[config.mk]
export PLATFORM = sky130hd
export DESIGN_NAME = tx_fcs_inserter
export DESIGN_NICKNAME = d
export VERILOG_FILES = /design/src/rtl/tx_fcs_pkg.sv /design/src/rtl/fcs_crc_acc.sv /design/src/rtl/fcs_hold_line.sv /design/src/rtl/fcs_len_track.sv /design/src/rtl/tx_fcs_inserter.sv
export SDC_FILE = /design/constraint.sdc
export NUM_CORES = 1
export LEC_CHECK = 0
export ABC_CLOCK_PERIOD_IN_PS = 3000
export CAP_MARGIN = 20
export CORE_ASPECT_RATIO = 1.2
export CORE_MARGIN = 2
export CORE_UTILIZATION = 45
export CTS_BUF_LIST = sky130_fd_sc_hd__clkbuf_8
export DETAILED_ROUTE_END_ITERATION = 8
export DONT_BUFFER_PORTS = 1
export SYNTH_ARGS = -nofsm -noshare
export SYNTH_HDL_FRONTEND = slang
export SYNTH_SLANG_ARGS = --single-unit
[constraint.sdc]
create_clock -name clk -period 3 [get_ports clk]
set_input_delay 0.15 -clock clk [delete_from_list [all_inputs] [get_ports clk]]
set_output_delay 0.15 -clock clk [all_outputs]
set_load 0.02 [all_outputs]
[src/rtl/tx_fcs_pkg.sv]
package tx_fcs_pkg;

  localparam int FCS_BYTES = 4;
  localparam logic [31:0] CRC_POLY_REFL = 32'hEDB88320;
  localparam logic [31:0] CRC_SEED = 32'hFFFF_FFFF;

  typedef enum logic [1:0] {
    FCS_PAD_APPEND = 2'd0,
    FCS_APPEND     = 2'd1,
    FCS_BYPASS     = 2'd2,
    FCS_REPLACE    = 2'd3
  } fcs_mode_e;

  typedef enum logic [1:0] {
    PH_BODY = 2'd0,
    PH_PAD  = 2'd1,
    PH_TAIL = 2'd2
  } phase_e;

  // One byte of reflected CRC-32, bit 0 of the byte first.
  function automatic logic [31:0] crc32_byte(input logic [31:0] c, input logic [7:0] d);
    logic [31:0] r;
    r = c ^ {24'h0, d};
    for (int b = 0; b < 8; b++) begin
      r = r[0] ? ((r >> 1) ^ CRC_POLY_REFL) : (r >> 1);
    end
    return r;
  endfunction

endpackage

[src/rtl/fcs_crc_acc.sv]
module fcs_crc_acc
  import tx_fcs_pkg::*;
(
  input  logic        clk,
  input  logic        rst_n,
  input  logic        clear,
  input  logic        upd,
  input  logic [7:0]  din,
  output logic [31:0] fcs
);
  logic [31:0] state_q;

  always_ff @(posedge clk or negedge rst_n) begin
    if (!rst_n)     state_q <= CRC_SEED;
    else if (clear) state_q <= CRC_SEED;
    else if (upd)   state_q <= crc32_byte(state_q, din);
  end

  assign fcs = ~state_q;
endmodule

[src/rtl/fcs_hold_line.sv]
module fcs_hold_line #(
  parameter int DEPTH = 4,
  parameter int W     = 8
) (
  input  logic         clk,
  input  logic         rst_n,
  input  logic         flush,
  input  logic         push,
  input  logic [W-1:0] din,
  output logic         full,
  output logic [W-1:0] dout
);
  localparam int FW = $clog2(DEPTH + 1);

  logic [W-1:0]  stage_q [DEPTH];
  logic [FW-1:0] fill_q;

  for (genvar i = 0; i < DEPTH; i++) begin : g_stage
    always_ff @(posedge clk or negedge rst_n) begin
      if (!rst_n)    stage_q[i] <= '0;
      else if (push) stage_q[i] <= (i == 0) ? din : stage_q[(i == 0) ? 0 : i - 1];
    end
  end

  always_ff @(posedge clk or negedge rst_n) begin
    if (!rst_n)                 fill_q <= '0;
    else if (flush)             fill_q <= '0;
    else if (push && !full)     fill_q <= fill_q + 1'b1;
  end

  assign full = (fill_q == FW'(DEPTH));
  assign dout = stage_q[DEPTH-1];
endmodule

[src/rtl/fcs_len_track.sv]
module fcs_len_track #(
  parameter int LIMIT = 60
) (
  input  logic clk,
  input  logic rst_n,
  input  logic clear,
  input  logic inc,
  output logic short_after
);
  localparam int CW = $clog2(LIMIT + 1);

  logic [CW-1:0] cnt_q;

  always_ff @(posedge clk or negedge rst_n) begin
    if (!rst_n)                           cnt_q <= '0;
    else if (clear)                       cnt_q <= '0;
    else if (inc && (int'(cnt_q) < LIMIT)) cnt_q <= cnt_q + 1'b1;
  end

  // True when the byte counted now still leaves the frame below LIMIT.
  assign short_after = (int'(cnt_q) + 1) < LIMIT;
endmodule

[src/rtl/tx_fcs_inserter.sv]
module tx_fcs_inserter
  import tx_fcs_pkg::*;
#(
  parameter int MIN_LEN = 60
) (
  input  logic       clk,
  input  logic       rst_n,
  input  logic       in_valid,
  output logic       in_ready,
  input  logic [7:0] in_data,
  input  logic       in_sof,
  input  logic       in_eof,
  input  logic [1:0] in_mode,
  output logic       out_valid,
  input  logic       out_ready,
  output logic [7:0] out_data,
  output logic       out_sof,
  output logic       out_eof
);
  localparam int TIW = $clog2(FCS_BYTES);

  phase_e          phase_q, phase_d;
  fcs_mode_e       mode_q, eff_mode;
  logic            in_frame;
  logic            sent_any_q;
  logic [TIW-1:0]  tail_idx_q;

  logic            in_fire, out_fire, body_end, frame_done;
  logic            pad_active, tail_active, data_out;
  logic [1:0]      cur_mode;
  logic            hold_full, hold_push;
  logic [7:0]      hold_dout;
  logic [31:0]     fcs;
  logic            short_after;

  assign eff_mode    = in_frame ? mode_q : fcs_mode_e'(in_mode);
  assign cur_mode    = mode_q;
  assign pad_active  = (phase_q == PH_PAD);
  assign tail_active = (phase_q == PH_TAIL);

  always_comb begin
    out_valid = 1'b0;
    out_data  = 8'h00;
    out_eof   = 1'b0;
    in_ready  = 1'b0;
    unique case (phase_q)
      PH_BODY: begin
        if (eff_mode == FCS_REPLACE) begin
          if (!hold_full) begin
            in_ready = 1'b1;
          end else begin
            out_valid = in_valid;
            out_data  = hold_dout;
            in_ready  = out_ready;
          end
        end else begin
          out_valid = in_valid;
          out_data  = in_data;
          in_ready  = out_ready;
          out_eof   = in_eof && (eff_mode == FCS_BYPASS);
        end
      end
      PH_PAD: begin
        out_valid = 1'b1;
      end
      PH_TAIL: begin
        out_valid = 1'b1;
        out_data  = fcs[8*tail_idx_q +: 8];
        out_eof   = (tail_idx_q == TIW'(FCS_BYTES - 1));
      end
      default: ;
    endcase
  end

  assign in_fire    = in_valid && in_ready;
  assign out_fire   = out_valid && out_ready;
  assign body_end   = (phase_q == PH_BODY) && in_fire && in_eof;
  assign frame_done = out_fire && out_eof;
  assign data_out   = out_fire && (phase_q != PH_TAIL);
  assign out_sof    = out_valid && !sent_any_q;
  assign hold_push  = (phase_q == PH_BODY) && (eff_mode == FCS_REPLACE) && in_fire;

  always_comb begin
    phase_d = phase_q;
    unique case (phase_q)
      PH_BODY: if (body_end) begin
        if (eff_mode == FCS_BYPASS)                         phase_d = PH_BODY;
        else if (eff_mode == FCS_PAD_APPEND && short_after) phase_d = PH_PAD;
        else                                                phase_d = PH_TAIL;
      end
      PH_PAD:  if (out_fire && !short_after) phase_d = PH_TAIL;
      PH_TAIL: if (frame_done)               phase_d = PH_BODY;
      default: phase_d = PH_BODY;
    endcase
  end

  always_ff @(posedge clk or negedge rst_n) begin
    if (!rst_n) begin
      phase_q    <= PH_BODY;
      mode_q     <= FCS_PAD_APPEND;
      in_frame   <= 1'b0;
      sent_any_q <= 1'b0;
      tail_idx_q <= '0;
    end else begin
      phase_q <= phase_d;
      if (!in_frame && in_fire) mode_q <= fcs_mode_e'(in_mode);
      if (frame_done)   in_frame <= 1'b0;
      else if (in_fire) in_frame <= 1'b1;
      if (frame_done)    sent_any_q <= 1'b0;
      else if (out_fire) sent_any_q <= 1'b1;
      if (tail_active && out_fire) tail_idx_q <= tail_idx_q + 1'b1;
    end
  end

  fcs_crc_acc u_crc (
    .clk  (clk),
    .rst_n(rst_n),
    .clear(frame_done),
    .upd  (data_out),
    .din  (out_data),
    .fcs  (fcs)
  );

  fcs_hold_line #(.DEPTH(FCS_BYTES), .W(8)) u_hold (
    .clk  (clk),
    .rst_n(rst_n),
    .flush(frame_done),
    .push (hold_push),
    .din  (in_data),
    .full (hold_full),
    .dout (hold_dout)
  );

  fcs_len_track #(.LIMIT(MIN_LEN)) u_len (
    .clk        (clk),
    .rst_n      (rst_n),
    .clear      (frame_done),
    .inc        (data_out),
    .short_after(short_after)
  );
endmodule

Word level (Yosys, flattened, before mapping)
Index checks and enable logic that the tools add are counted.
{"block": "word_totals", "register_bits": 81, "latchBits": 0, "ram_bits": 0, "rom_bits": 0, "elab_cells": 104, "memories": 0}
{"block": "op_classes", "addsub": 4, "mul": 0, "div": 0, "n_lt_le_gt_ge": 2, "eq_ne": 10, "n_shift": 1, "muxes": 36, "bitwise_logic": 10, "n_reduce_logical": 29}
{"operator": "two-way mux 32 bit", "n": 10}
{"operator": "inverter 13 -> 14 bit", "n": 8}
{"operator": "less-than comparator 32 x 7 -> 1 bit (second input constant)", "n": 1}
{"operator": "inverter 32 bit", "n": 1}
{"operator": "indexed part select 32 x 6 -> 8 bit", "n": 1}
{"operator": "XOR 32 x 8 -> 32 bit", "n": 1}
{"operator": "logical AND 1 bit", "n": 16}
{"operator": "two-way mux 8 bit", "n": 2}
{"operator": "one-hot mux 8 bit (2 select lines)", "n": 1}
{"operator": "two-way mux 2 bit", "n": 6}
{"operator": "two-way mux 6 bit", "n": 2}
{"operator": "two-way mux 1 bit", "n": 10}
{"operator": "nonzero test 2 bit", "n": 5}
{"operator": "== test 2 bit (second input constant)", "n": 4}
{"operator": "adder 6 x 1 -> 7 bit (second input constant)", "n": 1}
{"operator": "adder 6 x 1 -> 6 bit (second input constant)", "n": 1}
{"operator": "less-than comparator 6 bit (second input constant)", "n": 1}
{"operator": "two-way mux 3 bit", "n": 2}
{"operator": "!= test 2 bit (second input constant)", "n": 3}
{"operator": "one-hot mux 2 bit (3 select lines)", "n": 1}
{"operator": "logical NOT 1 bit", "n": 4}
{"operator": "logical NOT 2 bit", "n": 2}
{"operator": "one-hot mux 1 bit (2 select lines)", "n": 2}
{"operator": "adder 3 x 1 -> 3 bit (second input constant)", "n": 1}
{"operator": "6 further kinds", "n": 6}

Depth between registers and ports, before layout
Gate-level depths: netlist of run 1.
{"block": "depth", "word_depth": 23, "mapped_depth": 11, "ltp_nobuf": 9}

Cells and area by module
From an unflattened synthesis of run 1, not the netlist that was laid out.
{"block": "unflattened", "cells_unflattened": 484, "hier_area_um2": 5401.4}
{"module": "fcs_crc_acc", "instances": 1, "cells_each": 252, "area_each_um2": 2508.7}
{"module": "fcs_hold_line", "instances": 1, "cells_each": 94, "area_each_um2": 1575.3}
{"module": "tx_fcs_inserter", "instances": 1, "cells_each": 103, "area_each_um2": 964.7}
{"module": "fcs_len_track", "instances": 1, "cells_each": 35, "area_each_um2": 352.8}

Least setup slack after synthesis of run 1
No wires, ideal clock.
{"block": "synth_path", "path_type": "reg2reg", "start": "register phase_q[0]", "end": "register u_crc.state_q[18]", "t_arrival_ns": 2.971, "path_slack_ns": -0.051, "path_stages_with_launch": 11, "n_path_buf": 1, "synth_period_minus_slack_ns": 3.051, "cell_sequence": "dfrtp_1 -> inv_1 -> ha_1 -> clkbuf_1 -> nand2_1 -> o22ai_1 -> or3_1 -> xor2_2 -> xnor3_2 -> xnor3_1 -> o22a_1"}
{"block": "synth_between", "elab_cells_between_ends": 28, "cone_classes": "eq/ne (3); mux (13); bitwise (6); reduce/logical (6)"}
{"element": "start, declared", "line": "tx_fcs_inserter.sv:22", "rtl": "phase_e phase_q, phase_d;"}
{"element": "start signal, assigned", "line": "tx_fcs_inserter.sv:105", "rtl": "phase_q <= phase_d;"}
{"element": "== test 2 bit or logical NOT 2 bit (tied branches)", "line": "tx_fcs_inserter.sv:46", "rtl": "unique case (phase_q)"}
{"element": "one-hot mux 8 bit (2 select lines) *", "line": "tx_fcs_inserter.sv:46"}
{"element": "via out_data[5]", "line": "tx_fcs_inserter.sv:16", "rtl": "output logic [7:0] out_data,"}
{"element": "XOR 32 x 8 -> 32 bit *", "line": "tx_fcs_pkg.sv:23", "rtl": "r = c ^ {24'h0, d};"}
{"element": "two-way mux 32 bit * (6 in a row)", "line": "tx_fcs_pkg.sv:25", "rtl": "r = r[0] ? ((r >> 1) ^ CRC_POLY_REFL) : (r >> 1);"}
{"element": "inverter 13 -> 14 bit (no line)"}
{"element": "two-way mux 32 bit * (2 in a row)", "line": "tx_fcs_pkg.sv:25"}
{"element": "two-way mux 32 bit *", "line": "fcs_crc_acc.sv:16", "rtl": "else if (upd) state_q <= crc32_byte(state_q, din);"}
{"element": "two-way mux 32 bit *", "line": "fcs_crc_acc.sv:15", "rtl": "else if (clear) state_q <= CRC_SEED;"}
{"element": "end signal, assigned", "line": "fcs_crc_acc.sv:16"}
{"element": "end, declared", "line": "fcs_crc_acc.sv:11", "rtl": "logic [31:0] state_q;"}
Mark *: on every way through the listed nets, which the timed path passes. The rest lies on a longest branch. The select of a mux whose other input is x is not followed.
A chain may end at the register's enable or synchronous reset.

Worst setup path in the final report of run 1
{"block": "layout_path", "start": "register in_frame", "end": "register u_crc.state_q[22]"}
{"block": "layout_between", "elab_chain_len": 19, "elab_cells_between_ends": 30, "cone_classes": "eq/ne (2); mux (17); bitwise (6); reduce/logical (5)"}
{"element": "start, declared", "line": "tx_fcs_inserter.sv:24", "rtl": "logic in_frame;"}
{"element": "start signal, assigned", "line": "tx_fcs_inserter.sv:101", "rtl": "in_frame <= 1'b0;"}
{"element": "start signal, assigned", "line": "tx_fcs_inserter.sv:107", "rtl": "if (frame_done) in_frame <= 1'b0;"}
{"element": "start signal, assigned", "line": "tx_fcs_inserter.sv:108", "rtl": "else if (in_fire) in_frame <= 1'b1;"}
{"element": "two-way mux 2 bit *", "line": "tx_fcs_inserter.sv:36", "rtl": "assign eff_mode = in_frame ? mode_q : fcs_mode_e'(in_mode);"}
{"element": "== test 2 bit", "line": "tx_fcs_inserter.sv:48", "rtl": "if (eff_mode == FCS_REPLACE) begin"}
{"element": "two-way mux 8 bit", "line": "tx_fcs_inserter.sv:48"}
{"element": "one-hot mux 8 bit (2 select lines)", "line": "tx_fcs_inserter.sv:46"}
{"element": "XOR 32 x 8 -> 32 bit", "line": "tx_fcs_pkg.sv:23"}
{"element": "two-way mux 32 bit (2 in a row)", "line": "tx_fcs_pkg.sv:25"}
{"element": "inverter 13 -> 14 bit (no line)"}
{"element": "two-way mux 32 bit", "line": "tx_fcs_pkg.sv:25"}
{"element": "inverter 13 -> 14 bit (no line)"}
{"element": "two-way mux 32 bit (2 in a row)", "line": "tx_fcs_pkg.sv:25"}
{"element": "inverter 13 -> 14 bit (no line)"}
{"element": "two-way mux 32 bit", "line": "tx_fcs_pkg.sv:25"}
{"element": "inverter 13 -> 14 bit (no line)"}
{"element": "two-way mux 32 bit (2 in a row)", "line": "tx_fcs_pkg.sv:25"}
{"element": "two-way mux 32 bit", "line": "fcs_crc_acc.sv:16"}
{"element": "two-way mux 32 bit", "line": "fcs_crc_acc.sv:15"}
Mark *: on every way between the ends. The rest lies on a longest branch, timed or not. The select of a mux whose other input is x is not followed.

==> summary.md, run 1 <==
| Metric | Value |
|---|---|
| Startpoint type of the worst setup path | `flip-flop` |
| CP Max Fanout | `9` |
| Top-count cell post-synth | `mux2_2` |
| CTS tree | `done` |
| Fillers | `883` |
| Reg area | `about 0.0021 mm^2` |
| Worst Hold Class | `input port to flip-flop` |
| # setup viols final | `0` |
| Largest cells by area after synthesis | `dfrtp_1 (25%), dfstp_2 (17%), mux2_2 (12%)` |
| Final Instance Count excl. Fillers | `613` |
| Avg WL per Cell | `17.30 um` |
| Clk_lat worst skew | `0.35 ns` |
| Critical path type | `flip-flop to flip-flop` |
| Clock skew | `0.01330 ns` |
| Core Footprint | `0.01052 mm^2` |
| DRC viols | `0` |
| Final hold slack | `0.1507 ns` |
| Ant. Diodes | `0` |
| DP Cell Count | `around 600` |
| NumNets Final | `~500` |
| Synth area leader | `dfrtp_1` |
| Slew @ Worst Pin | `0.6127 ns` |
| Io pins | `28` |
| Via count | `between 3k and 4k` |
| CTS clk-pin slew, worst paths | `0.08 ns` |
| Syn_area_per_cell | `10.96 um^2` |
| Hold Vio Cnt, Final | `0` |
| CTS Buf Count | `9` |
| Root Driver | `clkbuf_8` |
| Post-synth ARST share | `100.0%` |
| Util after Layout | `53.75%` |
| First-pass GRT wire length | `17690 um` |
| Final Cell Area | `0.005653 mm^2` |
| DIE AREA | `approximately 0.012 mm^2` |
| Routed Antenna Nets | `0` |
| Post-synth EDFFs | `0` |
| Vias per cell | `approximately 5.6` |
| Synth top area share | `around a quarter` |
| Placer Congestion | `0.8049` |
| Post-Syn Nets | `469` |
| H-tree levels | `3` |
| Fin crit share | `96.73%` |
| Max Slew Vio Count | `0` |
| Crit end category | `flip-flop` |
| Die Wd | `approximately 100 um` |
| Number of port buffers | `0` |
| Share of layout cells above drive strength 1 | `about a third` |
| Most used DFF post-synth | `dfrtp_1` |
| Placed Area | `0.005211 mm^2` |
| Pin count of the biggest net entering global routing | `82` |
| DR iter-0 viols | `157` |
| Initial antenna violation count | `0` |
| Layout area overhead | `15.88%` |
| Critical Path RT | `between 3 and 4 ns` |
| Area of the multi-input gates | `0.002725 mm^2` |
| Outcome | `completed` |
| Signal arrival time at the worst endpoint | `3.19 ns` |
| Rows | `41` |
| Synth Register Bits | `81` |
| GRT Util Overall | `a little under a fifth` |
| Initial Utilization | `46.39%` |
| Netlist cell types | `58` |
| First drt pass iteration count | `6` |
| Top cells by count, synth | `mux2_2 (50), dfrtp_1 (49), nor2_1 (45)` |
| Grt total ovfl | `0` |
| Fin crit period | `2.902 ns` |
| Max cap viols | `0` |
| Seq/Total Area, Yosys | `42.37%` |
| FMAX | `344.6 MHz` |
| Clk buf depth | `2` |
| YS warnings | `0` |
| Max-slew headroom | `58.84%` |
| Syn Std Cell Area | `slightly below 0.005 mm^2` |
| Syn Inst Count | `~450` |
| Clock sink count | `81` |
| Total wire length | `10610 um` |
| DP HPWL | `7696 um` |
| Die height | `around 120 um` |
| Vias in the first global route | `about 3.5k` |
-- critical path: stages (launching register included) --
cell and delay [ns]:
dfrtp_1 0.38, and3b_1 0.45, buf_4 0.22, nor3_1 0.07, nor4_1 0.47, nor2_1 0.16
xnor3_2 0.50, xnor3_1 0.41, o22a_1 0.19
-- layout make-up --
type	count	area share, %
Tap cell	129	2.855
Timing Repair Buffer	44	7.614
Sequential cell	81	36.56
Inverter	12	0.7968
Clock inverter	5	1.284
Clock buffer	11	2.678
Multi-Input combinational cell	331	48.21
-- what timing repair did --
action / in CTS / in global routing
setup buffers: 0 / 1
hold buffers: 13 / 0
setup endpoints to repair: 0 / 14
gates resized for setup: 0 / 16
hold endpoints to repair: 92 / 0
-- flip-flops by register name, summed over array words and instances, names as in the netlist --
signal          count
cur_mode            2
in_frame            1
phase_q             2
sent_any_q          1
tail_idx_q          2
u_crc.state_q      32
u_hold.dout         8
u_hold.fill_q       3
u_hold.stage_q     24
u_len.cnt_q         6
-- metal layers --
layer	vias to the layer above	routed length, um	track usage (%)	share of wire, %
met5	-	0	0	0
met4	0	157	6.164	1.5
met3	9	282	3.088	2.7
met2	54	5287	31.04	50
met1	1709	4879	25.50	46
li1	1665	-	-	-
-- cells in the final DEF (no fill, tap or decap), types with 10 or more instances in the layout --
cell type,instances
dlygate4sd3_1,12
o211a_1,10
xnor2_1,32
mux2_2,50
nor2_1,45
buf_4,27
a21oi_1,30
clkbuf_8,11
nand2_1,23
dfrtp_1,49
xnor3_1,12
dfstp_2,32
nor3_1,13
inv_1,14
-- metrics by stage --
step                      setup TNS, ns  worst slack, ns
final                                 0          0.09815
after global routing           -0.01705         -0.01705
after CTS                             0          0.02345
after detailed placement              0          0.03608
after global placement                0          0.09803
after floorplan                       0          0.01146
-- path summary, 6_finish.rpt --
kind / cells past startpoint / start / slack (ns) / to
min reg2reg: 2 / sent_any_q / 0.49 / sent_any_q
max in group asynchronous: 2 / rst_n / 2.29 / u_crc.state_q[1]
min: 4 / in_valid / 0.15 / in_frame
min in group asynchronous: 2 / rst_n / 0.34 / u_len.cnt_q[3]
max reg2reg: 8 / in_frame / 0.1 / u_crc.state_q[22]
max: 8 / in_frame / 0.1 / u_crc.state_q[22]
-- cells by family after synthesis --
logic type / synth area share [%]
and+or+nand+nor: 12.11
AOI/OAI and AO/OA: 12.93
DFF: 42.37
xor gates and xnor gates: 14.82
muxes: 12.41
buffers and inverters: 3.308
adders and majority gates: 2.052
Power of run 1 is not shown: default switching activity piles up to over one toggle a cycle in this logic, so the estimate is an artifact.
==> inputs of run 2 (changes only) <==
BUFFER_PORTS_ARGS = -buffer_cell sky130_fd_sc_hd__buf_4   (was not set)
DONT_BUFFER_PORTS = not set   (was 1)
==> summary.md, run 2 (synthesized netlist as in run 1, its figures left out) <==
| Metric | Value |
|---|---|
| Outcome | `completed` |
| Vias per cell | `5.556` |
| GRT Util Overall | `19.20%` |
| Grt total ovfl | `0` |
| Max cap viols | `0` |
| First drt pass iteration count | `4` |
| Initial Utilization | `46.39%` |
| Clock sink count | `81` |
| Ant. Diodes | `0` |
| Pin count of the biggest net entering global routing | `68` |
| Crit-path slowest cell | `or4_4` |
| Via count | `3528` |
| Signal arrival time at the worst endpoint | `3.20 ns` |
| Max Slew Vio Count | `0` |
| Critical Path Max Stage Delay | `between 0.5 and 0.6 ns` |
| H-tree levels | `3` |
| Worst Hold Class | `input port to flip-flop` |
| Number of port buffers | `26` |
| Startpoint type of the worst setup path | `flip-flop` |
| CTS Buf Count | `9` |
| Die Wd | `99.05 um` |
| Max FFs per register | `32` |
| FMAX | `345.0 MHz` |
| Io pins | `28` |
| Critical path type | `flip-flop to flip-flop` |
| Share of layout cells above drive strength 1 | `about 37%` |
| Avg WL per Cell | `16.98 um` |
| NumNets Final | `525` |
| CP Max Fanout | `10` |
| Initial antenna violation count | `0` |
| Fin crit period | `2.899 ns` |
| First-pass GRT wire length | `17770 um` |
| Slew @ Worst Pin | `0.8538 ns` |
| Total wire length | `10780 um` |
| Clk buf depth | `2` |
| CTS tree | `done` |
| DR iter-0 viols | `around 190` |
| Placer Congestion | `0.8201` |
| CTS clk-pin slew, worst paths | `0.09 ns` |
| Fin crit share | `96.62%` |
| Root Driver | `clkbuf_8` |
| Vias in the first global route | `3455` |
| Critical Path RT | `between 3 and 4 ns` |
| DRC viols | `0` |
| Clock skew | `0.01570 ns` |
| Core Footprint | `0.01052 mm^2` |
| DIE AREA | `0.01169 mm^2` |
| Crit-path cells | `buf_12 > mux2_2 > o22ai_1 > or4_4 > and2_1 > xnor3_2 > xnor3_1 > o22a_1` |
| Crit end category | `flip-flop` |
| CP top delay family | `XOR/XNOR gates` |
| Commonest non-fill, non-tap cell in the layout | `buf_4` |
| Die height | `118.1 um` |
| DP HPWL | `8025 um` |
| Clk_lat worst skew | `0.36 ns` |
| # setup viols final | `0` |
| Layout area overhead | `18.39%` |
| RSZ-0062 raised after global routing | `no` |
| Worst Path Buf+Inv | `1` |
| Most frequent cells in the layout | `buf_4 (61), mux2_2 (50), dfrtp_1 (49), nor2_1 (44)` |
| Rows | `41` |
| Hold Vio Cnt, Final | `0` |
| Routed Antenna Nets | `0` |
| Max-slew headroom | `43.08%` |
| Total negative slack | `0 ns` |
| Largest register by flop count | `u_crc.state_q` |
[run 2: cell count changes in the layout (fill, tap and decap cells not counted), sizes merged]
cell / change
clkbuf: -2
dlygate4sd3: -11
inv: -1
buf: +33
bufinv: +2
clkinv: +1
[run 2: per-layer routing]
metal,global-route usage [%],routed length (um)
met1,26.09,4836
met2,32.01,5490
met3,1.781,278
met4,6.764,176
met5,0,0
[run 2: what timing repair did]
item,CTS,global route
resized for setup,0,7
hold buffers,1,0
endpoints found under the hold margin,40,0
buffers inserted,0,0
setup endpoints to repair,0,10
[run 2: cell type report]
cell class                 instances  area, um^2
timing repair buffer              66       548.0
inverter                          12       45.04
tap                              129       161.4
sequential                        81        2067
fill                             877        4741
clock buffer                       9       123.9
multi-input combinational        331        2696
clock inverter                     7       133.9
[run 2: per-stage QoR]
step | cell area, um^2 | setup slack [ns] | cells | hold WS (ns) | util (%)
after floorplan | 4883 | 0.01146 | 445 | -0.1456 | -
after global placement | 5474 | 0.1262 | 618 | 0.3068 | 52.05
after detailed placement | 5474 | 0.06620 | 618 | 0.3160 | 52.05
after CTS | 5742 | 0.06670 | 635 | 0.02922 | 54.60
after global routing | 5776 | 0.001119 | 635 | 0.04063 | 54.92
final | 5776 | 0.1014 | 635 | 0.04345 | 54.92
[run 2: worst paths after layout]
kind                                    start                 end  slack [ns]  depth (start not counted)
max reg2reg                     tail_idx_q[1]   u_crc.state_q[22]        0.10                          8
max                             tail_idx_q[1]   u_crc.state_q[22]        0.10                          8
min reg2reg                u_hold.stage_q[18]  u_hold.stage_q[18]        0.51                          1
max in group asynchronous               rst_n   u_crc.state_q[19]        1.77                          3
min in group asynchronous               rst_n      u_len.cnt_q[2]        0.41                          2
min                                in_data[0]  u_hold.stage_q[24]        0.04                          2
Power of run 2 is left out for the same reason.
